**src/rtl/lkr_pkg.sv**
```systemverilog
package lkr_pkg;
  typedef enum logic [2:0] {
    LK_IDLE     = 3'd0,
    LK_ALERT    = 3'd1,
    LK_REBOOT   = 3'd2,
    LK_ARMED    = 3'd3,
    LK_PERIODIC = 3'd4
  } lk_state_e;
endpackage

```
**src/rtl/lkr_rst_sync.sv**
```systemverilog
module lkr_rst_sync #(
  parameter int STAGES = 2
) (
  input  logic clk,
  input  logic rst_n,
  output logic rst_sync_n
);
  logic [STAGES-1:0] sync_q;

  always_ff @(posedge clk or negedge rst_n) begin
    if (!rst_n) sync_q <= '0;
    else        sync_q <= {sync_q[STAGES-2:0], 1'b1};
  end

  assign rst_sync_n = sync_q[STAGES-1];
endmodule

```
**src/rtl/lkr_period_timer.sv**
```systemverilog
module lkr_period_timer #(
  parameter int TICK_DIV     = 200_000_000,
  parameter int PERIOD_TICKS = 31
) (
  input  logic clk,
  input  logic rst_n,
  input  logic en_i,
  output logic fire_o
);
  localparam int PRE_W = (TICK_DIV > 1) ? $clog2(TICK_DIV) : 1;
  localparam int PER_W = (PERIOD_TICKS > 1) ? $clog2(PERIOD_TICKS) : 1;
  localparam logic [PRE_W-1:0] PRE_LAST = PRE_W'(TICK_DIV - 1);
  localparam logic [PER_W-1:0] PER_LAST = PER_W'(PERIOD_TICKS - 1);

  logic [PRE_W-1:0] pre_q, pre_d;
  logic [PER_W-1:0] per_q, per_d;
  logic             tick;
  logic             cnt_en;

  always_comb begin
    tick   = en_i && (pre_q == PRE_LAST);
    pre_d  = pre_q;
    per_d  = per_q;
    if (!en_i) begin
      pre_d = '0;
      per_d = '0;
    end else begin
      pre_d = tick ? '0 : pre_q + PRE_W'(1);
      if (tick) per_d = (per_q == PER_LAST) ? '0 : per_q + PER_W'(1);
    end
    cnt_en = en_i || (pre_q != '0) || (per_q != '0);
    fire_o = tick && (per_q == PER_LAST);
  end

  always_ff @(posedge clk or negedge rst_n) begin
    if (!rst_n) begin
      pre_q <= '0;
      per_q <= '0;
    end else if (cnt_en) begin
      pre_q <= pre_d;
      per_q <= per_d;
    end
  end
endmodule

```
**src/rtl/lkr_msg_hold.sv**
```systemverilog
module lkr_msg_hold (
  input  logic clk,
  input  logic rst_n,
  input  logic set_i,
  input  logic clr_i,
  input  logic ack_i,
  output logic pend_o
);
  logic pend_q, pend_d, upd_en;

  always_comb begin
    pend_d = pend_q;
    if (clr_i)      pend_d = 1'b0;
    else if (set_i) pend_d = 1'b1;
    else if (ack_i) pend_d = 1'b0;
    upd_en = clr_i || set_i || ack_i;
  end

  always_ff @(posedge clk or negedge rst_n) begin
    if (!rst_n)      pend_q <= 1'b0;
    else if (upd_en) pend_q <= pend_d;
  end

  assign pend_o = pend_q;
endmodule

```
**src/rtl/lkr_fsm.sv**
```systemverilog
module lkr_fsm
  import lkr_pkg::*;
(
  input  logic      clk,
  input  logic      rst_n,
  input  logic      wdt_expire_i,
  input  logic      sts_clear_i,
  input  logic      apply_i,
  input  logic      msg_ack_i,
  input  logic      msg_pend_i,
  input  logic      period_fire_i,
  output lk_state_e state_o,
  output logic      sts_o,
  output logic      msg_set_o,
  output logic      msg_clr_o,
  output logic      reboot_o
);
  lk_state_e state_q, state_d;
  logic      seen_q, seen_d;
  logic      sts_q, sts_d;
  logic      qual_to;

  always_comb begin
    qual_to   = wdt_expire_i && apply_i;
    state_d   = state_q;
    seen_d    = seen_q;
    sts_d     = sts_q;
    msg_set_o = 1'b0;
    msg_clr_o = 1'b0;
    if (sts_clear_i) begin
      state_d   = LK_IDLE;
      seen_d    = 1'b0;
      sts_d     = 1'b0;
      msg_clr_o = 1'b1;
    end else begin
      unique case (state_q)
        LK_IDLE: begin
          if (qual_to) begin
            if (seen_q) begin
              state_d   = LK_ALERT;
              sts_d     = 1'b1;
              seen_d    = 1'b0;
              msg_set_o = 1'b1;
            end else begin
              seen_d = 1'b1;
            end
          end
        end
        LK_ALERT:  if (msg_ack_i && msg_pend_i) state_d = LK_REBOOT;
        LK_REBOOT: state_d = LK_ARMED;
        LK_ARMED: begin
          if (qual_to) begin
            state_d   = LK_PERIODIC;
            msg_set_o = 1'b1;
          end
        end
        LK_PERIODIC: if (period_fire_i) msg_set_o = 1'b1;
        default: state_d = LK_IDLE;
      endcase
    end
  end

  always_ff @(posedge clk or negedge rst_n) begin
    if (!rst_n) begin
      state_q <= LK_IDLE;
      seen_q  <= 1'b0;
      sts_q   <= 1'b0;
    end else begin
      state_q <= state_d;
      seen_q  <= seen_d;
      sts_q   <= sts_d;
    end
  end

  assign state_o  = state_q;
  assign sts_o    = sts_q;
  assign reboot_o = (state_q == LK_REBOOT);
endmodule

```
**src/rtl/lockup_recovery_ctrl.sv**
```systemverilog
module lockup_recovery_ctrl
  import lkr_pkg::*;
#(
  parameter int TICK_DIV     = 200_000_000,
  parameter int PERIOD_TICKS = 31
) (
  input  logic clk,
  input  logic rst_n,
  input  logic wdt_expire_i,
  input  logic sts_clear_i,
  input  logic pwr_full_on_i,
  input  logic policy_en_i,
  input  logic msg_ack_i,
  output logic reboot_req_o,
  output logic msg_req_o,
  output logic lockup_sts_o
);
  logic      rst_core_n;
  lk_state_e state;
  logic      msg_set, msg_clr, msg_pend, period_fire;

  lkr_rst_sync #(.STAGES(2)) u_rst (
    .clk        (clk),
    .rst_n      (rst_n),
    .rst_sync_n (rst_core_n)
  );

  lkr_fsm u_fsm (
    .clk           (clk),
    .rst_n         (rst_core_n),
    .wdt_expire_i  (wdt_expire_i),
    .sts_clear_i   (sts_clear_i),
    .apply_i       (pwr_full_on_i && policy_en_i),
    .msg_ack_i     (msg_ack_i),
    .msg_pend_i    (msg_pend),
    .period_fire_i (period_fire),
    .state_o       (state),
    .sts_o         (lockup_sts_o),
    .msg_set_o     (msg_set),
    .msg_clr_o     (msg_clr),
    .reboot_o      (reboot_req_o)
  );

  lkr_period_timer #(.TICK_DIV(TICK_DIV), .PERIOD_TICKS(PERIOD_TICKS)) u_timer (
    .clk    (clk),
    .rst_n  (rst_core_n),
    .en_i   (state == LK_PERIODIC),
    .fire_o (period_fire)
  );

  lkr_msg_hold u_msg (
    .clk    (clk),
    .rst_n  (rst_core_n),
    .set_i  (msg_set),
    .clr_i  (msg_clr),
    .ack_i  (msg_ack_i),
    .pend_o (msg_pend)
  );

  assign msg_req_o = msg_pend;
endmodule

```
**config.mk**
```make
export PLATFORM = sky130hd
export DESIGN_NAME = lockup_recovery_ctrl
export DESIGN_NICKNAME = d
export VERILOG_FILES = /design/src/rtl/lkr_pkg.sv /design/src/rtl/lkr_rst_sync.sv /design/src/rtl/lkr_period_timer.sv /design/src/rtl/lkr_msg_hold.sv /design/src/rtl/lkr_fsm.sv /design/src/rtl/lockup_recovery_ctrl.sv
export SDC_FILE = /design/constraint.sdc
export NUM_CORES = 1
export LEC_CHECK = 0
export ABC_AREA = 1
export CAP_MARGIN = 40
export CORE_MARGIN = 3
export CORE_UTILIZATION = 40
export DETAILED_ROUTE_END_ITERATION = 12
export DONT_BUFFER_PORTS = 1
export SLEW_MARGIN = 10
export SYNTH_ARGS = -nofsm -noshare
export SYNTH_HDL_FRONTEND = slang
export SYNTH_SLANG_ARGS = --single-unit
```
**constraint.sdc**
```tcl
create_clock -name clk -period 3.55 [get_ports clk]
set_input_delay 0.355 -clock clk [delete_from_list [all_inputs] [get_ports clk]]
set_output_delay 0.355 -clock clk [all_outputs]
set_load 0.05 [all_outputs]
```
== Yosys cells after proc, flatten, opt, wreduce, memory -nomap -nowiden ==
Index checks and enable logic that the tools add are counted.

* Input port bits: 7
* Output and inout port bits: 3
* Word-level logic and storage cells: 71
* Flip-flop bits (word level): 41

* Equal/unequal tests: 12
* $add $sub $neg: 2
* Mux-type cells: 29
* Reduce and logical (&&, ||, !) cells: 21

{| class="wikitable"
|+ Operators with widths
! cell !! number
|-
| $mux W28 || 2
|-
| $add A28 B1 Y28 const B || 1
|-
| $eq A28 B28 Y1 const B || 1
|-
| $reduce_bool A28 Y1 || 1
|-
| $mux W1 || 17
|-
| $mux W3 || 5
|-
| $mux W5 || 3
|-
| $pmux W3 S5 || 1
|-
| $ne A3 B2 Y1 const B || 4
|-
| $eq A3 B2 Y1 const B || 2
|-
| $reduce_and A2 Y1 || 3
|-
| $reduce_bool A2 Y1 || 3
|-
| $add A5 B1 Y5 const B || 1
|-
| $eq A5 B5 Y1 const B || 1
|-
| $logic_and A1 B1 Y1 || 5
|-
| $reduce_and A5 Y1 || 1
|-
| $reduce_bool A5 Y1 || 1
|-
| $logic_or A1 B1 Y1 || 4
|-
| $ne A2 B2 Y1 const B || 2
|-
| $eq A3 B1 Y1 const B || 1
|-
| $eq A3 B3 Y1 const B || 1
|-
| $logic_not A3 Y1 || 1
|-
| $pmux W1 S3 || 1
|-
| $reduce_and A3 Y1 || 1
|-
| $reduce_bool A3 Y1 || 1
|}

== Longest topological paths before layout ==
Gate-level depths: netlist of the first run.

* Depth in word-level cells: 9
* Gate-level depth with buffers: 10
* Mapped depth without buffers: 10

== Hierarchy ==
A second synthesis of the first run with hierarchy kept.

* Cell total of the unflattened synthesis: 414
* Area total of the unflattened synthesis: 2,753.9 um2

{| class="wikitable"
|+ Modules (own cells, without submodules)
! module !! seq. area each (um2) !! cells each !! times used !! area an instance (um2)
|-
| lkr_period_timer || 825.8 || 347 || 1 || 2,277.2
|-
| lkr_fsm || 125.1 || 54 || 1 || 356.6
|-
| lkr_rst_sync || 50.0 || 3 || 1 || 53.8
|-
| lkr_msg_hold || 25.0 || 5 || 1 || 45.0
|-
| lockup_recovery_ctrl || 0.0 || 5 || 1 || 21.3
|}

== Worst setup path before layout of the first run ==
Ideal clock, no wire load.

* Path kind: flip-flop to output port
* Start point: register u_fsm.state_q[0] (netlist: u_fsm.state_o[0])
* End point: output port reboot_req_o
* Required time: 3.195 ns
* Buffers on the path: 0
* Stages on the path, launching flop included: 4
* Path slack: 1.905 ns
* Arrival time: 1.290 ns
* Path through: dfrtp_1 > nor2_1 > inv_1 > nor2_1

* Cells in the longest elaborated chain, start to end: 1

{| class="wikitable"
|+ RTL lines
! element !! line !! RTL
|-
| start: declaration || lkr_fsm.sv:18 || <nowiki>lk_state_e state_q, state_d;</nowiki>
|-
| start signal: assignment || lkr_fsm.sv:69 || <nowiki>state_q <= state_d;</nowiki>
|-
| $eq A3 B2 Y1 || lkr_fsm.sv:77 || <nowiki>assign reboot_o = (state_q == LK_REBOOT);</nowiki>
|-
| end: declaration || lockup_recovery_ctrl.sv:14 || <nowiki>output logic reboot_req_o,</nowiki>
|}

No other way between the ends.

== Final worst setup path of the first run ==
Ends and elaborated chain as after synthesis.

==> results of run 1 <==
==> flip-flops by register name, indices dropped and copies added (netlist names) <==
| register | flops |
|---|---|
| u_timer.pre_q | 28 |
| u_timer.per_q | 5 |
| u_fsm.state_o | 3 |
| u_rst.sync_q | 2 |
| u_fsm.seen_q | 1 |
| u_fsm.sts_o | 1 |
| u_msg.pend_o | 1 |
==> cells in the final DEF (no fill, tap or decap), types with 2 or more instances in the layout <==
cell type and count:
o21ai_0 3, nor3_1 2, nand4_1 10, clkinv_4 2
nand2_1 116, xor2_1 10, dfrtp_1 40, ha_1 5
nor2_4 2, nor2_1 106, inv_2 5, nand3_1 35
xnor2_1 3, clkbuf_8 5, nand2_2 5, inv_1 44
nor3b_1 2, nand2_4 3, nor2_2 2
==> final cells by class <==
type                       count  area, µm²
fill                         688       3530
multi-input combinational    310       1430
sequential                    41       1030
inverter                      49        184
tap                           77       96.3
clock buffer                   5       68.8
timing repair buffer           2       30.0
clock inverter                 3       22.5
==> cell families (layout without fill, tap and decap cells) <==
kind of cell / Yosys count / in the layout / synth area share
simple gates: 284 / 284 / 0.454
buf+inv: 52 / 59 / 0.0751
flops: 41 / 41 / 0.387
xor+xnor: 13 / 13 / 0.0430
compound gates: 7 / 7 / 0.0156
fa+ha+maj: 5 / 5 / 0.0236
other cells: 1 / 1 / 0.00142
==> layer usage <==
metal	up-vias	track usage	part of all wire
met5	-	0	0
met4	0	0.0795	0.029
met3	18	0.0331	0.055
met2	58	0.310	0.45
met1	1118	0.254	0.47
li1	1247	-	-
==> through the flow <==
stage | instances | setup WS (ns) | hold WS (ns)
floorplan | 403 | 1.90 | 0.0594
global placement | 477 | 1.78 | 0.0595
detailed placement | 478 | 1.70 | 0.0595
CTS | 487 | 1.47 | 0.0918
global route | 487 | 1.37 | 0.0793
finish | 487 | 1.47 | 0.102
==> synthesized netlist by cell type (3+ instances only) <==
cell type    n  area share
nor2_1     106        0.15
inv_1       44       0.062
nand2_4      3       0.013
inv_2        5      0.0071
ha_1         5       0.024
nand4_1     10       0.024
nand3_1     35       0.066
xor2_1      10       0.033
dfrtp_1     41        0.39
nand2_2      5       0.012
buf_2        3      0.0057
nand2_1    116        0.16
o21ai_0      3      0.0057
xnor2_1      3      0.0099
==> report_power, final <==
| group | internal, W | leakage [nW] | switching (W) |
|---|---|---|---|
| logic | 0.0000185 | 0.654 | 0.0000341 |
| clock network | 0.000140 | 0.0481 | 0.000184 |
| registers | 0.000473 | 0.566 | 0.0000112 |
| total | 0.000631 | 1.27 | 0.000229 |
==> worst max-delay path, stage by stage (launching register included) <==
cell and delay, ns:
dfrtp_1 0.45, nor2_1 0.22, inv_1 0.08, nor2_1 0.68
==> path summary, 6_finish.rpt <==
path                                   from                 to  slack [ns]
max in group asynchronous   u_rst.sync_q[1]  u_timer.pre_q[15]        2.98
min in group asynchronous   u_rst.sync_q[1]   u_timer.per_q[0]        0.14
max                        u_fsm.state_o[0]       reboot_req_o        1.47
min reg2reg                 u_rst.sync_q[1]   u_timer.per_q[0]        0.14
min                             sts_clear_i   u_fsm.state_o[0]        0.10
max reg2reg                u_timer.pre_q[0]  u_timer.pre_q[25]        1.71
==> results.json, run 1 <==
{
  "outcome": "completed",
  "finalSetupViolations": 0,
  "fin_crit_sh": 0.587,
  "ys_seq_area_frac": 0.387,
  "drt-pass1-iter-count": 4,
  "fin_total_pwr_w": 0.000860,
  "cp_data_required_time_ns": 3.19,
  "vias_per_cell": 5.01,
  "drv_slew": 0,
  "p_leak_nw": 1.27,
  "synth-seq-cells": 41,
  "clk_latency_ns": 0.31,
  "synth-async-reset-ratio": 1.00,
  "wl_um": 6500,
  "avgSynthCellArea_um2": 6.58,
  "die_area_um2": 7640,
  "die_x_um": 87.4,
  "yosysWarnings": 0,
  "post-route-util": 0.447,
  "clockRootBuffer": "clkbuf_8",
  "antenna_found_initial": 0,
  "synth-main-ff-cell": "dfrtp_1",
  "rsz0062_at_grt": "false",
  "core_area_um2": 6390,
  "grt_pass1_vias": 2419,
  "die_y_um": 87.4,
  "grt_max_degree": 31,
  "postRouteAntennaNets": 0,
  "hold_viol_final": 0,
  "cts_sinks": 41,
  "cts_resized": 0,
  "final_cell_area_um2": 2850,
  "cts_tree": "yes",
  "clock.fmax_ghz": 0.480,
  "end_kind": "output pin",
  "grt.overflow.total": 0,
  "wire_per_inst_um": 13.4,
  "route.vias.total": 2441,
  "ir_worst_vdd_uv": 236,
  "power_density_nw_per_um2": 301,
  "htreeDepth": 2,
  "hold_class": "in2reg",
  "ys_types": 24,
  "cts_setup_buffers": 0,
  "antenna_cells": 0,
  "cp_max_fo": 7,
  "tightest_slew_ns": 0.885,
  "area_growth_syn_to_layout_pct": 7.70,
  "slew_headroom": 0.408,
  "start_util": 0.415,
  "finClkSkew_ns": 0.00623,
  "nNetsFinal": 421,
  "place.gp.congestion": 0.963,
  "critPathKind": "reg2out",
  "rr_worst_depth": 8,
  "grt_use_total": 0.192,
  "ctsLongestPathBuffers": 2,
  "numPortBuffers": 0,
  "rows": 29,
  "hold_depth": 1,
  "dp_hpwl_um": 5050,
  "dpl-instance-area_um2": 2750,
  "critPathArrivalTime_ns": 1.73,
  "cp-start-kind": "flop",
  "initialDrtViolationCount": 140,
  "drv_cap": 0,
  "grt_pass1_wl_um": 11400,
  "drc": 0,
  "io_pins": 10,
  "netlist_area_um2": 2650,
  "cts_made_buffers": 5,
  "postCtsHoldBufs": 1,
  "syn_nets": 415,
  "layout_min_cycle_time_ns": 2.08,
  "synth_edf_count": 0,
  "synth_cells": 403,
  "cts.reportedPaths.clkPinSlew_ns": 0.08,
  "drive_gt1_frac": 0.0659,
  "setup_tns_ns": 0
}
Power figures use the tool's default switching activity.
==> run 2, diff against run 1 <==
clock period = 1.95 ns   (was 3.55 ns; I/O delays follow)
==> run 2 against run 1 <==
Worst hold slack got worse by 0.055 ns. First-iteration DRC count is 44% higher. Sequential power grew 81%. Total power grew 95%. Final cell count up 1.2%. Setup slack worse by 1.2 ns. Register-to-register slack lost 1.5 ns. Routed wire length is 0.92% lower. Count of clock-buffer cells in the layout increased by 1. Clock power grew 120%. Flip-flop and latch count unchanged. Non-clock buffer count increased by 6. Critical path type is now reg2reg. Highest routed layer unchanged.
==> results.json, run 2 (synthesis gave the netlist of run 1 again) <==
{
  "outcome": "completed",
  "critPathArrivalTime_ns": 1.88,
  "hold_depth": 3,
  "regMostFlops": "u_timer.pre_q",
  "initialDrtViolationCount": 201,
  "finClkSkew_ns": 0.00479,
  "wire_per_inst_um": 13.1,
  "drv_slew": 0,
  "grt_use_total": 0.186,
  "cts_sinks": 41,
  "rsz0062_at_grt": "false",
  "rows": 29,
  "cp-start-kind": "flop",
  "setup_tns_ns": 0,
  "final_cell_mix": "nand2_1 (116), nor2_1 (106), inv_1 (44), dfrtp_1 (40), nand3_1 (35)",
  "timing.rr.end": "u_timer.pre_q[16]",
  "place_ws_ns": 0.266,
  "nNetsFinal": 427,
  "cts_setup_buffers": 0,
  "die_x_um": 87.4,
  "io_pins": 10,
  "grt.overflow.total": 0,
  "drc": 0,
  "grt_pass1_vias": 2301,
  "reg2reg_from": "u_timer.pre_q[1]",
  "grt_pass1_wl_um": 11000,
  "numPortBuffers": 0,
  "antenna_cells": 0,
  "seq_power_share": 0.523,
  "cts_made_buffers": 5,
  "dp_hpwl_um": 5070,
  "start_util": 0.415,
  "postCtsHoldBufs": 2,
  "rr_worst_depth": 10,
  "cp_max_fo": 8,
  "core_area_um2": 6390,
  "place.gp.congestion": 0.963,
  "clkPwrFrac": 0.415,
  "final_cell_area_um2": 2910,
  "fin_crit_sh": 0.869,
  "ctsLongestPathBuffers": 2,
  "pwr-share-comb": 0.061,
  "hold_class": "in2reg",
  "p_int_w": 0.00128,
  "drt-pass1-iter-count": 5,
  "clk_latency_ns": 0.29,
  "swShare": 0.235,
  "layout_min_cycle_time_ns": 1.69,
  "grt_max_degree": 40,
  "r2r_slack_ns": 0.26,
  "end_kind": "flop",
  "drv_cap": 0,
  "nFillCells": 688,
  "final_common_cell": "nand2_1",
  "postRouteAntennaNets": 0,
  "ir_worst_vdd_uv": 342,
  "vias_per_cell": 4.96,
  "die_area_um2": 7640,
  "fin_total_pwr_w": 0.00167,
  "setup_ws_ns": 0.256,
  "antenna_found_initial": 0,
  "cp_data_required_time_ns": 2.14,
  "largest_reg_flops": 28,
  "critPathKind": "reg2reg",
  "cts_tree": "yes",
  "drive_gt1_frac": 0.0745,
  "power_density_nw_per_um2": 575,
  "die_y_um": 87.4,
  "hold_viol_final": 0,
  "wl_um": 6440,
  "route.vias.total": 2446,
  "clockRootBuffer": "clkbuf_8",
  "switchingPower_w": 0.000394,
  "dpl-instance-area_um2": 2780,
  "cts.reportedPaths.clkPinSlew_ns": 0.08,
  "hold_end": "u_fsm.state_o[1]",
  "clock.fmax_ghz": 0.590,
  "area_growth_syn_to_layout_pct": 9.77,
  "htreeDepth": 2,
  "min_from": "sts_clear_i",
  "p_leak_nw": 1.30,
  "cts_resized": 0,
  "finalSetupViolations": 0
}
[run 2: per-layer routing]
layer | global-route usage | vias to the layer above | share of wire
met3 | 0.0350 | 13 | 0.046
met2 | 0.310 | 54 | 0.46
li1 | - | 1268 | -
met4 | 0.0446 | 0 | 0.017
met1 | 0.248 | 1111 | 0.48
met5 | 0 | - | 0
[run 2: metrics by stage]
stage / instances / hold WS [ns] / util
4_1_cts: 493 / 0.0435 / 0.456
3_5_place_dp: 483 / -0.101 / 0.435
6_report: 493 / 0.0475 / 0.456
3_3_place_gp: 483 / -0.101 / 0.435
5_1_grt: 493 / 0.0685 / 0.456
2_1_floorplan: 403 / -0.101 / -
[run 2: worst max-delay path by stage]
stage / startpoint / end / slack [ns] / cells after the start
4_1_cts: u_timer.pre_q[1] / u_timer.pre_q[23] / 0.24 / 8
6_report: u_timer.pre_q[1] / u_timer.pre_q[16] / 0.26 / 10
5_1_grt: u_timer.pre_q[1] / u_timer.pre_q[16] / 0.09 / 10
2_1_floorplan: u_timer.pre_q[0] / u_timer.pre_q[15] / 0.41 / 10
3_3_place_gp: u_timer.pre_q[1] / u_timer.pre_q[16] / 0.34 / 10
3_5_place_dp: u_timer.pre_q[1] / u_timer.pre_q[16] / 0.27 / 10
[run 2: final cells by class]
class	count	area [µm²]	area share
flip-flops and latches	41	1030	0.353
multi-input cells	310	1430	0.490
clock buffers	6	72.6	0.0249
clock inverters	2	38.8	0.0133
well taps	77	96.3	0.0331
repair buffers	8	65.1	0.0224
inverters	49	184	0.0632
[run 2: critical path: stages, from the launching register on]
cell	delay, ns
dfrtp_1	0.40
ha_1	0.24
nand2_2	0.10
nor2_4	0.14
nand2_2	0.12
nor2_4	0.15
nand2_4	0.11
nand2_4	0.12
nand2_4	0.08
inv_2	0.09
nor2_1	0.04
[run 2: power groups by stage]
stage | clock network [W] | registers [W] | logic (W)
floorplan | 0 | 0.000902 | 0.0000667
global placement | 0 | 0.000892 | 0.0000982
detailed placement | 0 | 0.000892 | 0.000101
CTS | 0.000712 | 0.000875 | 0.000106
global route | 0.000744 | 0.000878 | 0.000121
finish | 0.000695 | 0.000876 | 0.000103
